### config.mk
export PLATFORM = sky130hd
export DESIGN_NAME = sram_lane_ctrl
export DESIGN_NICKNAME = d
export VERILOG_FILES = /design/src/rtl/sram_lane_pkg.sv /design/src/rtl/sram_wait_cnt.sv /design/src/rtl/sram_seq.sv /design/src/rtl/sram_lane.sv /design/src/rtl/sram_lane_ctrl.sv
export SDC_FILE = /design/constraint.sdc
export NUM_CORES = 1
export LEC_CHECK = 0
export CORE_MARGIN = 4
export CORE_UTILIZATION = 44
export DETAILED_ROUTE_END_ITERATION = 10
export PLACE_DENSITY = 0.82
export SYNTH_ARGS = -nofsm -noshare
export SYNTH_HDL_FRONTEND = slang
export SYNTH_SLANG_ARGS = --single-unit
### constraint.sdc
create_clock -name clk_i -period 3.6 [get_ports clk_i]
set_clock_uncertainty 0.05 [all_clocks]
set_input_delay 0.36 -clock clk_i [delete_from_list [all_inputs] [get_ports clk_i]]
set_output_delay 0.36 -clock clk_i [all_outputs]
set_load 0.01 [all_outputs]
### src/rtl/sram_lane_pkg.sv
package sram_lane_pkg;
  typedef enum logic [0:0] {
    SEQ_IDLE   = 1'b0,
    SEQ_ACCESS = 1'b1
  } seq_state_e;

  localparam int unsigned LANE_BITS = 8;
endpackage

### src/rtl/sram_wait_cnt.sv
module sram_wait_cnt #(
  parameter int unsigned WAIT_W = 4
) (
  input  logic              clk_i,
  input  logic              rst_ni,
  input  logic              load_i,
  input  logic [WAIT_W-1:0] limit_i,
  input  logic              run_i,
  output logic              last_o
);
  logic [WAIT_W-1:0] cnt_q, lim_q;

  always_ff @(posedge clk_i or negedge rst_ni) begin
    if (!rst_ni) begin
      cnt_q <= '0;
      lim_q <= '0;
    end else if (load_i) begin
      cnt_q <= '0;
      lim_q <= limit_i;
    end else if (run_i && !last_o) begin
      cnt_q <= cnt_q + 1'b1;
    end
  end

  assign last_o = (cnt_q == lim_q);

  AST_WAIT_BOUND: assert property (@(posedge clk_i) disable iff (!rst_ni)
    cnt_q <= lim_q) else $error("wait counter past limit");
endmodule

### src/rtl/sram_seq.sv
module sram_seq
  import sram_lane_pkg::*;
(
  input  logic clk_i,
  input  logic rst_ni,
  input  logic req_valid_i,
  input  logic req_we_i,
  input  logic mask_zero_i,
  input  logic last_i,
  output logic req_ready_o,
  output logic load_o,
  output logic run_o,
  output logic we_q_o,
  output logic capture_o,
  output logic clear_o,
  output logic rsp_valid_o,
  output logic ce_no,
  output logic oe_no,
  output logic we_no
);
  seq_state_e state_q, state_d;
  logic we_q, rsp_q, accept;

  assign accept    = req_valid_i && (state_q == SEQ_IDLE);
  assign load_o    = accept && !mask_zero_i;
  assign clear_o   = accept && mask_zero_i && !req_we_i;
  assign run_o     = (state_q == SEQ_ACCESS);
  assign capture_o = run_o && last_i && !we_q;

  always_comb begin
    state_d = state_q;
    unique case (state_q)
      SEQ_IDLE:   if (load_o) state_d = SEQ_ACCESS;
      SEQ_ACCESS: if (last_i) state_d = SEQ_IDLE;
      default:    state_d = SEQ_IDLE;
    endcase
  end

  always_ff @(posedge clk_i or negedge rst_ni) begin
    if (!rst_ni) begin
      state_q <= SEQ_IDLE;
      we_q    <= 1'b0;
      rsp_q   <= 1'b0;
    end else begin
      state_q <= state_d;
      if (load_o) we_q <= req_we_i;
      rsp_q <= clear_o || capture_o;
    end
  end

  assign req_ready_o = (state_q == SEQ_IDLE);
  assign we_q_o      = we_q;
  assign rsp_valid_o = rsp_q;
  assign ce_no       = !run_o;
  assign oe_no       = !(run_o && !we_q);
  assign we_no       = !(run_o && we_q);
endmodule

### src/rtl/sram_lane.sv
module sram_lane #(
  parameter int unsigned LANE_W = 8
) (
  input  logic              clk_i,
  input  logic              rst_ni,
  input  logic              load_i,
  input  logic              en_i,
  input  logic [LANE_W-1:0] wdata_i,
  input  logic              run_i,
  input  logic              we_i,
  input  logic              capture_i,
  input  logic              clear_i,
  input  logic [LANE_W-1:0] dq_i,
  output logic              be_no,
  output logic [LANE_W-1:0] dq_o,
  output logic              dq_oe_o,
  output logic [LANE_W-1:0] rdata_o
);
  logic              en_q;
  logic [LANE_W-1:0] wd_q, rd_q;

  always_ff @(posedge clk_i or negedge rst_ni) begin
    if (!rst_ni) begin
      en_q <= 1'b0;
      wd_q <= '0;
      rd_q <= '0;
    end else begin
      if (load_i) begin
        en_q <= en_i;
        wd_q <= wdata_i;
      end
      if (clear_i)        rd_q <= '0;
      else if (capture_i) rd_q <= en_q ? dq_i : '0;
    end
  end

  assign be_no   = !(run_i && en_q);
  assign dq_oe_o = run_i && we_i && en_q;
  assign dq_o    = wd_q;
  assign rdata_o = rd_q;
endmodule

### src/rtl/sram_lane_ctrl.sv
module sram_lane_ctrl
  import sram_lane_pkg::*;
#(
  parameter int unsigned ADDR_W = 17,
  parameter int unsigned DATA_W = 16,
  parameter int unsigned WAIT_W = 4,
  localparam int unsigned LANES = DATA_W / LANE_BITS
) (
  input  logic              clk_i,
  input  logic              rst_ni,
  input  logic [WAIT_W-1:0] wait_cfg_i,
  input  logic              req_valid_i,
  output logic              req_ready_o,
  input  logic              req_we_i,
  input  logic [ADDR_W-1:0] req_addr_i,
  input  logic [DATA_W-1:0] req_wdata_i,
  input  logic [LANES-1:0]  req_mask_i,
  output logic              rsp_valid_o,
  output logic [DATA_W-1:0] rsp_rdata_o,
  output logic [ADDR_W-1:0] sram_addr_o,
  output logic              sram_ce_no,
  output logic              sram_oe_no,
  output logic              sram_we_no,
  output logic [LANES-1:0]  sram_be_no,
  output logic [DATA_W-1:0] sram_dq_o,
  output logic [LANES-1:0]  sram_dq_oe_o,
  input  logic [DATA_W-1:0] sram_dq_i
);
  logic load, run, we_q, capture, clear, last;
  logic [ADDR_W-1:0] addr_q;

  sram_seq u_seq (
    .clk_i       (clk_i),
    .rst_ni      (rst_ni),
    .req_valid_i (req_valid_i),
    .req_we_i    (req_we_i),
    .mask_zero_i (req_mask_i == '0),
    .last_i      (last),
    .req_ready_o (req_ready_o),
    .load_o      (load),
    .run_o       (run),
    .we_q_o      (we_q),
    .capture_o   (capture),
    .clear_o     (clear),
    .rsp_valid_o (rsp_valid_o),
    .ce_no       (sram_ce_no),
    .oe_no       (sram_oe_no),
    .we_no       (sram_we_no)
  );

  sram_wait_cnt #(.WAIT_W(WAIT_W)) u_wait (
    .clk_i   (clk_i),
    .rst_ni  (rst_ni),
    .load_i  (load),
    .limit_i (wait_cfg_i),
    .run_i   (run),
    .last_o  (last)
  );

  always_ff @(posedge clk_i or negedge rst_ni) begin
    if (!rst_ni)   addr_q <= '0;
    else if (load) addr_q <= req_addr_i;
  end
  assign sram_addr_o = addr_q;

  for (genvar l = 0; l < LANES; l++) begin : g_lane
    sram_lane #(.LANE_W(LANE_BITS)) u_lane (
      .clk_i     (clk_i),
      .rst_ni    (rst_ni),
      .load_i    (load),
      .en_i      (req_mask_i[l]),
      .wdata_i   (req_wdata_i[l*LANE_BITS +: LANE_BITS]),
      .run_i     (run),
      .we_i      (we_q),
      .capture_i (capture),
      .clear_i   (clear),
      .dq_i      (sram_dq_i[l*LANE_BITS +: LANE_BITS]),
      .be_no     (sram_be_no[l]),
      .dq_o      (sram_dq_o[l*LANE_BITS +: LANE_BITS]),
      .dq_oe_o   (sram_dq_oe_o[l]),
      .rdata_o   (rsp_rdata_o[l*LANE_BITS +: LANE_BITS])
    );
  end

  AST_DRIVE_ONLY_WE: assert property (@(posedge clk_i) disable iff (!rst_ni)
    (|sram_dq_oe_o) |-> !sram_we_no) else $error("lane driven outside write");
  AST_NO_OE_WE: assert property (@(posedge clk_i) disable iff (!rst_ni)
    !(!sram_oe_no && !sram_we_no)) else $error("oe and we both low");
  AST_CE_LANES: assert property (@(posedge clk_i) disable iff (!rst_ni)
    !sram_ce_no |-> !(&sram_be_no)) else $error("access with no lane");
  AST_WE_ADDR_STABLE: assert property (@(posedge clk_i) disable iff (!rst_ni)
    !sram_we_no |=> (sram_we_no || $stable(sram_addr_o))) else $error("addr moved under we");
  AST_READY_DESEL: assert property (@(posedge clk_i) disable iff (!rst_ni)
    (req_ready_o && !load) |=> sram_ce_no) else $error("no deselect gap");
endmodule

==> results.yml, run 1 <==
outcome:
  status: "finished clean"
logic_synthesis:
  syn_area_per_cell_um2: 9.965
  synth-seq-area-share: 0.6203
  ys_dominant_reg_cell: "dfrtp_1"
  ys_ff_latch: 62
  synth_top_area_cell: "dfrtp_1"
  netlist.area_leader.share: 0.6203
  syn-num-nets: 311
  syn_area_um2: 2501
  ys_types: 23
  yosysWarnings: 0
  async_reset_ff_frac: 1.000
  syn_inst: 251
  synth-edff-count: 0
  synthTopCellsByArea: "dfrtp_1 62%, nand2_1 20%, a32o_1 6.4%, buf_4 1.5%, xnor2_1 1.4%"
clock_network:
  cts_buffers: 9
  cts.repair.resized: 0
  cts.path.max_buffers: 2
  clk_pin_slew_ps: 60
  cts_setup_buffers: 0
  cts_tree: "yes"
  root_buffer: "clkbuf_8"
  cts_max_level: 3
  cts.sinks: 62
  cts_hold_buf: 0
  clk_latency_ps: 330
global_route:
  grtUsageTotal: 0.1907
  grt_max_degree: 44
  grt_first_pass_wirelength_um: 10370
  grt_pass1_vias: 2145
  grt_overflow_total: 0
  antenna_found_initial: 0
place:
  pre_cts_slack_ps: 1371
  placed_cell_area_um2: 3656
  gp_congestion: 0.7728
  dp_hpwl_um: 4553
  port_buffers: 116
  place_inst: 422
pwr:
  p_int_mw: 2.107
  ir_drop_v: 0.0004033
  power.density_nw_per_um2: 828.7
  power_frac_clock: 0.189
  p_leak_nw: 1.831
  p_seq_frac: 0.384
  total_power_mw: 3.196
  p_switching_mw: 1.089
  combPwrFrac: 0.427
  swShare: 0.3408
worst_setup_path:
  crit_path_max_incr_delay_ps: 540
  crit_slowest_cell: "dfrtp_1"
  arrival_ps: 1610
  crit_fanout: 9
  cp_cell_sequence: "and3_1, clkdlybuf4s50_1"
  critPathBufInv: 1
  cp-start-kind: "flop"
  crit_path_end_kind: "output port"
  critPathTopFamily: "flip-flops"
  worstPathRequired_ps: 3190
  crit_type: "flop to output port"
sta:
  fmaxAchievable_mhz: 494.5
  max_slew.worst_pin.slew_ps: 1071
  maxSlewViolCount: 0
  slew_headroom: 0.2832
  rsz0062_at_grt: "false"
  hold_viol: 0
  setup_ws_ps: 1578
  setup_viol: 0
  fin_setup_tns_ps: 0
  min_period_ps: 2022
  finalCritPeriodShare: 0.5617
  whs_ps: 101.8
drt:
  num_vias: 2167
  drc: 0
  drtIter0Drc: 83
  firstDrtPassIters: 4
  ant_nets: 0
  routed_wl_um: 6342
  avgRoutedWirePerCell_um: 14.48
  avgViaCountPerCell: 4.947
floorplanning:
  ios: 117
  die_w_um: 83.40
  coreArea_um2: 5507
  die_area_um2: 6955
  die_h_um: 83.40
  rows: 27
  start_util: 0.4542
cells_and_area:
  fin_area_um2: 3856
  final_util: 0.7003
  nets: 421
  fillCellCount: 432
  area_growth_pct: 54.18
  drive_gt1_frac: 0.05738
  multi_input_area_um2: 835.8
  antenna_cells: 0
  ff_latch_area_um2: 1551
  finalNonFillerCells: 438
job:
  maxCapViolations: 0
hold_path:
  hold_path_class: "input port to asynchronous set/reset pin"
cells in the final DEF (no fill, tap or decap), drive strengths merged, types with 2 or more instances in the layout:
cell and count:
a32o 16, and3 2, buf 3, clkbuf 12, clkdlybuf4s50 115, clkinv 3
dfrtp 62, inv 2, mux2i 2, nand2 130, nand4 2, o21ai 3
xnor2 4
power by group through the flow:
stage / Sequential, mW / Combinational (mW) / Clock (mW)
5_1_grt: 1.27 / 1.50 / 0.663
2_1_floorplan: 1.29 / 0.603 / 0
4_1_cts: 1.23 / 1.39 / 0.623
3_5_place_dp: 1.24 / 1.38 / 0
6_report: 1.23 / 1.36 / 0.604
3_3_place_gp: 1.22 / 1.34 / 0
final timing paths:
path | slack, ps | cells after the start | startpoint | end
worst max register to register | 1770 | 4 | u_wait.cnt_q[0] | g_lane[0].u_lane.rdata_o[1]
worst max-delay path | 1580 | 2 | u_seq.run_o | sram_dq_oe_o[1]
max in group asynchronous | 2580 | 2 | rst_ni | u_wait.cnt_q[3]
worst min-delay path | 100 | 1 | rst_ni | g_lane[1].u_lane.rdata_o[3]
min in group clk_i | 420 | 2 | g_lane[0].u_lane.dq_o[7] | g_lane[0].u_lane.dq_o[7]
worst min register to register | 420 | 2 | g_lane[0].u_lane.dq_o[7] | g_lane[0].u_lane.dq_o[7]
synth_stat cells (2+ instances only):
cell / number
dfrtp_1: 62
o21ai_0: 2
inv_1: 2
a32o_1: 16
and3_1: 2
buf_6: 3
mux2i_1: 2
nand2_1: 130
buf_4: 5
xnor2_1: 4
buf_2: 4
nand4_1: 2
clkbuf_1: 7
worst reg2reg max path, stage by stage (launching register included):
cell and delay (ps):
dfrtp_1 430, xnor2_1 220, nand4_1 220, nor2_2 590, a32o_1 260
cells by family after synthesis:
kind of cell / count (synthesis) / synth area share
flops: 62 / 0.6203
simple gates: 139 / 0.2221
compound gates: 22 / 0.08054
xor+xnor: 4 / 0.01401
fa+ha+maj: 1 / 0.005002
buf+inv: 21 / 0.05003
mux: 2 / 0.008004
cell type report:
class / instances / area share
clock buffer: 12 / 0.04023
clock inverter: 4 / 0.01168
inverter: 2 / 0.001947
multi-input combinational: 168 / 0.2167
sequential: 62 / 0.4023
tap: 72 / 0.02336
timing repair buffer: 118 / 0.3037
state kept, by name, indices dropped and copies added (netlist names):
name	flops
g_lane.u_lane.dq_o	16
u_wait.cnt_q	4
sram_addr_o	17
u_wait.lim_q	4
u_seq.run_o	1
u_seq.rsp_valid_o	1
g_lane.u_lane.en_q	2
g_lane.u_lane.rdata_o	16
u_seq.we_q_o	1
layer usage:
metal	track usage	up-vias	wire [µm]
li1	-	1035	-
met1	0.2386	1029	2743
met2	0.3010	94	2959
met3	0.06548	9	529
met4	0.08024	0	110
met5	0	-	0
(Power assumes the default switching activity.)
==> inputs of run 2 (changes only) <==
- CORE_UTILIZATION: 44 -> 41
- PLACE_DENSITY: 0.82 -> 0.77
- clock period: 3.6 -> 1.91 ns (I/O delays scaled with it)
==> run 2 against run 1 <==
  * Utilization decreased by 3.8 points
  * First-iteration DRC count up 23%
  * Wire length grew 2.0%
  * Final cell count up 2.5%
  * Hold slack better by 240 ps
  * Register-to-register slack got worse by 1600 ps
  * Cell area grew 1.7%
  * Total power rose by 84%
  * Global-route usage shrank 0.94 points
  * Critical path depth did not move
  * Highest routed layer unchanged
==> results.yml, run 2 (synthesis results as in run 1) <==
drt:
  avgViaCountPerCell: 4.851
  routed_wl_um: 6466
  firstDrtPassIters: 4
  ant_nets: 0
  drtIter0Drc: 102
  drc: 0
  num_vias: 2178
  avgRoutedWirePerCell_um: 14.40
worst_setup_path:
  crit_fanout: 9
  crit_path_end_kind: "output port"
  cp-start-kind: "flop"
  r2r_cells: 4
  reg2reg_setup_slack_ps: 150
  arrival_ps: 1590
  worstPathRequired_ps: 1670
  crit_type: "flop to output port"
global_route:
  grt_first_pass_wirelength_um: 10480
  grt_pass1_vias: 2181
  grt_max_degree: 39
  grt_overflow_total: 0
  antenna_found_initial: 0
  grtUsageTotal: 0.1813
sta:
  maxSlewViolCount: 0
  hold_viol: 0
  finalCritPeriodShare: 0.9612
  max_slew.worst_pin.slew_ps: 606.5
  rsz0062_at_grt: "false"
  fin_setup_tns_ps: 0
  slew_headroom: 0.5957
  min_period_ps: 1836
  setup_viol: 0
  fmaxAchievable_mhz: 544.7
clock_network:
  cts.path.max_buffers: 2
  cts_buffers: 9
  root_buffer: "clkbuf_8"
  cts.sinks: 62
  clk_pin_slew_ps: 70
  cts_tree: "yes"
  clk_latency_ps: 320
  cts_max_level: 3
pwr:
  power.density_nw_per_um2: 1504
  ir_drop_v: 0.0007964
  p_leak_nw: 1.865
floorplanning:
  coreArea_um2: 5921
  ios: 117
  die_area_um2: 7414
  rows: 28
  die_w_um: 86.11
  start_util: 0.4224
  die_h_um: 86.11
cells_and_area:
  final_common_cell: "nand2_1"
  drive_gt1_frac: 0.07754
  fillCellCount: 490
  nets: 431
  fin_area_um2: 3920
  layout_common_cells: "130 x nand2_1, 115 x clkdlybuf4s50_1, 60 x dfrtp_1"
  largest_reg_flops: 17
  area_growth_pct: 56.73
  antenna_cells: 0
job:
  maxCapViolations: 0
place:
  dp_hpwl_um: 4835
  placed_cell_area_um2: 3752
  port_buffers: 116
  gp_congestion: 0.7691
hold_path:
  hold_depth: 3
  hold_path_class: "input port to flop"
outcome:
  status: "finished clean"
[run 2: final timing paths]
kind / startpoint / to
min in group asynchronous: rst_ni / sram_addr_o[9]
worst min-delay path: req_addr_i[3] / sram_addr_o[3]
worst max register to register: u_wait.cnt_q[0] / g_lane[0].u_lane.rdata_o[6]
worst min register to register: g_lane[1].u_lane.dq_o[6] / g_lane[1].u_lane.dq_o[6]
worst max-delay path: u_seq.run_o / sram_dq_oe_o[0]
max in group asynchronous: rst_ni / g_lane[1].u_lane.en_q
[run 2: what timing repair did]
item | CTS | global route
setup buffers | 0 | 0
endpoints found under the hold margin | 24 | 0
setup endpoints to repair | 0 | 2
hold buffers | 1 | 0
gates resized for setup | 0 | 2
[run 2: power breakdown]
group          total, mW  internal (mW)  switching, mW
registers           2.32           1.90          0.420
clock network      0.939          0.488          0.451
logic               2.64           1.48           1.16
total               5.90           3.87           2.03
[run 2: cell type report]
cell class | count | area, µm² | area share
sequential | 62 | 1554 | 0.3964
timing repair buffer | 128 | 1274 | 0.3249
multi-input combinational | 168 | 835.8 | 0.2132
clock buffer | 12 | 145.1 | 0.03703
tap | 75 | 93.84 | 0.02394
clock inverter | 2 | 10.01 | 0.002553
inverter | 2 | 7.507 | 0.001915
[run 2: critical path, cell delays in order, from the launching register on]
cell and delay (ps):
dfrtp_1 530, and3_1 210, clkdlybuf4s50_1 530
[run 2: metrics by stage]
step | power (mW) | hold WS [ps] | util | cells | setup slack, ps
detailed placement | 5.002 | 178.1 | 0.6338 | 434 | 26.37
CTS | 5.968 | 329.0 | 0.6617 | 449 | 43.87
global route | 6.322 | 333.8 | 0.6621 | 449 | 20.21
floorplan | 3.565 | -154.6 | - | 251 | 335.2
finish | 5.896 | 344.9 | 0.6621 | 449 | 74.03
global placement | 4.909 | 162.4 | 0.6338 | 434 | 97.51
[run 2: routing by layer]
layer,up-vias,global-route usage,wire [µm]
li1,1049,-,-
met1,1036,0.2406,2767
met2,85,0.2873,3122
met3,8,0.04419,499
met4,0,0.06906,78
met5,-,0,0
==> inputs of run 3 (changes only) <==
--- a/config.mk
+++ b/config.mk
@@ -10,3 +10,4 @@
 export DETAILED_ROUTE_END_ITERATION = 10
-export PLACE_DENSITY = 0.77
+export HOLD_SLACK_MARGIN = 0.12
+export PLACE_DENSITY_LB_ADDON = 0.08
 export SYNTH_ARGS = -nofsm -noshare
--- a/constraint.sdc
+++ b/constraint.sdc
@@ -4,2 +4,2 @@
 set_output_delay 0.191 -clock clk_i [all_outputs]
-set_load 0.01 [all_outputs]
+set_load 0.1 [all_outputs]
==> run 3 against run 2 <==
  * Setup slack gained 200 ps
  * Utilization barely moved
  * Maximum frequency up 12%
  * Die area unchanged
  * Flip-flop and latch count unchanged
  * First-iteration DRC count increased by 2.0%
==> results.yml, run 3 (synthesis results as in run 1) <==
global_route:
  grtUsageTotal: 0.1733
  grt_max_degree: 63
  antenna_found_initial: 0
  grt_first_pass_wirelength_um: 10030
  grt_overflow_total: 0
  grt_pass1_vias: 2068
drt:
  avgViaCountPerCell: 4.679
  firstDrtPassIters: 4
  ant_nets: 0
  drc: 0
  num_vias: 2101
  drtIter0Drc: 104
  routed_wl_um: 6127
  avgRoutedWirePerCell_um: 13.65
worst_setup_path:
  cp-start-kind: "flop"
  crit_slowest_cell: "dfrtp_1"
  worstPathRequired_ps: 2080
  crit_fanout: 17
  crit_path_end_kind: "flop"
  crit_start: "u_wait.cnt_q[0]"
  r2r_cells: 5
  crit_path_max_incr_delay_ps: 420
  r2r_end: "g_lane[0].u_lane.rdata_o[0]"
  cp_cell_sequence: "xnor2_1, nand4_1, o21ba_1, buf_12, a32o_1"
  arrival_ps: 1800
  endpoint: "g_lane[0].u_lane.rdata_o[0]"
  regToRegStartpoint: "u_wait.cnt_q[0]"
  crit_type: "flop to flop"
  reg2reg_setup_slack_ps: 270
place:
  dp_hpwl_um: 4292
  gp_congestion: 0.7784
  port_buffers: 116
sta:
  rsz0062_at_grt: "false"
  fmaxAchievable_mhz: 610.6
  hold_viol: 0
  max_slew.worst_pin.slew_ps: 344.6
  slew_headroom: 0.7673
  setup_viol: 0
  fin_setup_tns_ps: 0
  finalCritPeriodShare: 0.8575
  min_period_ps: 1638
  maxSlewViolCount: 0
clock_network:
  cts_tree: "yes"
  cts_setup_buffers: 0
  cts_max_level: 3
  cts.sinks: 62
  cts_hold_buf: 1
  cts.path.max_buffers: 2
  cts.repair.resized: 0
  cts_buffers: 9
  clk_latency_ps: 330
  clk_pin_slew_ps: 70
  root_buffer: "clkbuf_8"
cells_and_area:
  area_growth_pct: 56.83
  fillCellCount: 476
  nets: 429
  largest_reg_flops: 17
  drive_gt1_frac: 0.2326
  antenna_cells: 0
  layout_common_cells: "130 x nand2_1, 62 x dfrtp_1, 57 x clkdlybuf4s50_1"
  final_common_cell: "nand2_1"
hold_path:
  hold_path_class: "input port to asynchronous set/reset pin"
floorplanning:
  start_util: 0.4224
  ios: 117
  die_h_um: 86.11
  coreArea_um2: 5921
  die_area_um2: 7414
  die_w_um: 86.11
  rows: 28
job:
  maxCapViolations: 0
outcome:
  status: "finished clean"
==> run 3: changes by cell type in the layout (fill, tap and decap cells not counted), moves of 2 or more <==
cell             delta
clkdlybuf4s50_1    -58
buf_4              +46
buf_12             +10
clkinvlp_4          +2
dfrtp_1             +2
dfrtp_2             -2
==> run 3: worst min-delay path by stage <==
stage	startpoint	end	slack, ps	cells after the start
2_1_floorplan	rst_ni	g_lane[0].u_lane.dq_o[0]	-150	0
3_3_place_gp	rst_ni	g_lane[0].u_lane.dq_o[4]	180	2
3_5_place_dp	rst_ni	g_lane[0].u_lane.dq_o[6]	180	2
4_1_cts	req_addr_i[0]	sram_addr_o[0]	320	3
5_1_grt	req_wdata_i[7]	g_lane[0].u_lane.dq_o[7]	310	3
6_report	rst_ni	u_wait.lim_q[2]	340	3
==> run 3: area by class of cell <==
cell class	count	area, µm²	area share
Inverter	2	7.507	0.001914
Sequential cell	62	1551	0.3955
Multi-Input combinational cell	168	830.8	0.2118
Clock buffer	11	141.4	0.03604
Tap cell	75	93.84	0.02392
Clock inverter	5	58.81	0.01499
Timing Repair Buffer	126	1239	0.3158
==> run 3: critical path, delay by kind of cell (launching register included) <==
kind / cells / cell delay (ps)
AOI/OAI and AO/OA: 2 / 470
buffers and inverters: 1 / 160
DFF: 1 / 420
and+or+nand+nor: 1 / 220
xor gates and xnor gates: 1 / 210
==> run 3: through the flow <==
stage                     hold WS [ps]  cell area [µm²]  setup WS (ps)  utilization  instances
after detailed placement         178.0             3712          99.36       0.6270        432
after global routing             309.9             3923          151.1       0.6625        449
after global placement           180.0             3712          179.3       0.6270        432
after floorplan                 -154.6             2504          140.0            -        251
after CTS                        320.6             3923          242.8       0.6625        449
final                            336.6             3923          272.2       0.6625        449
==> run 3: metal layers <==
layer / vias to the layer above / track usage / wire [µm]
met5: - / 0 / 0
met4: 0 / 0.06475 / 65
met3: 5 / 0.06244 / 549
met2: 83 / 0.2558 / 2742
met1: 967 / 0.2344 / 2769
li1: 1046 / - / -
Power of run 3 is left out: the tool's default activity adds up to more than one toggle a clock period on the data nets, which glitch-free logic cannot reach.
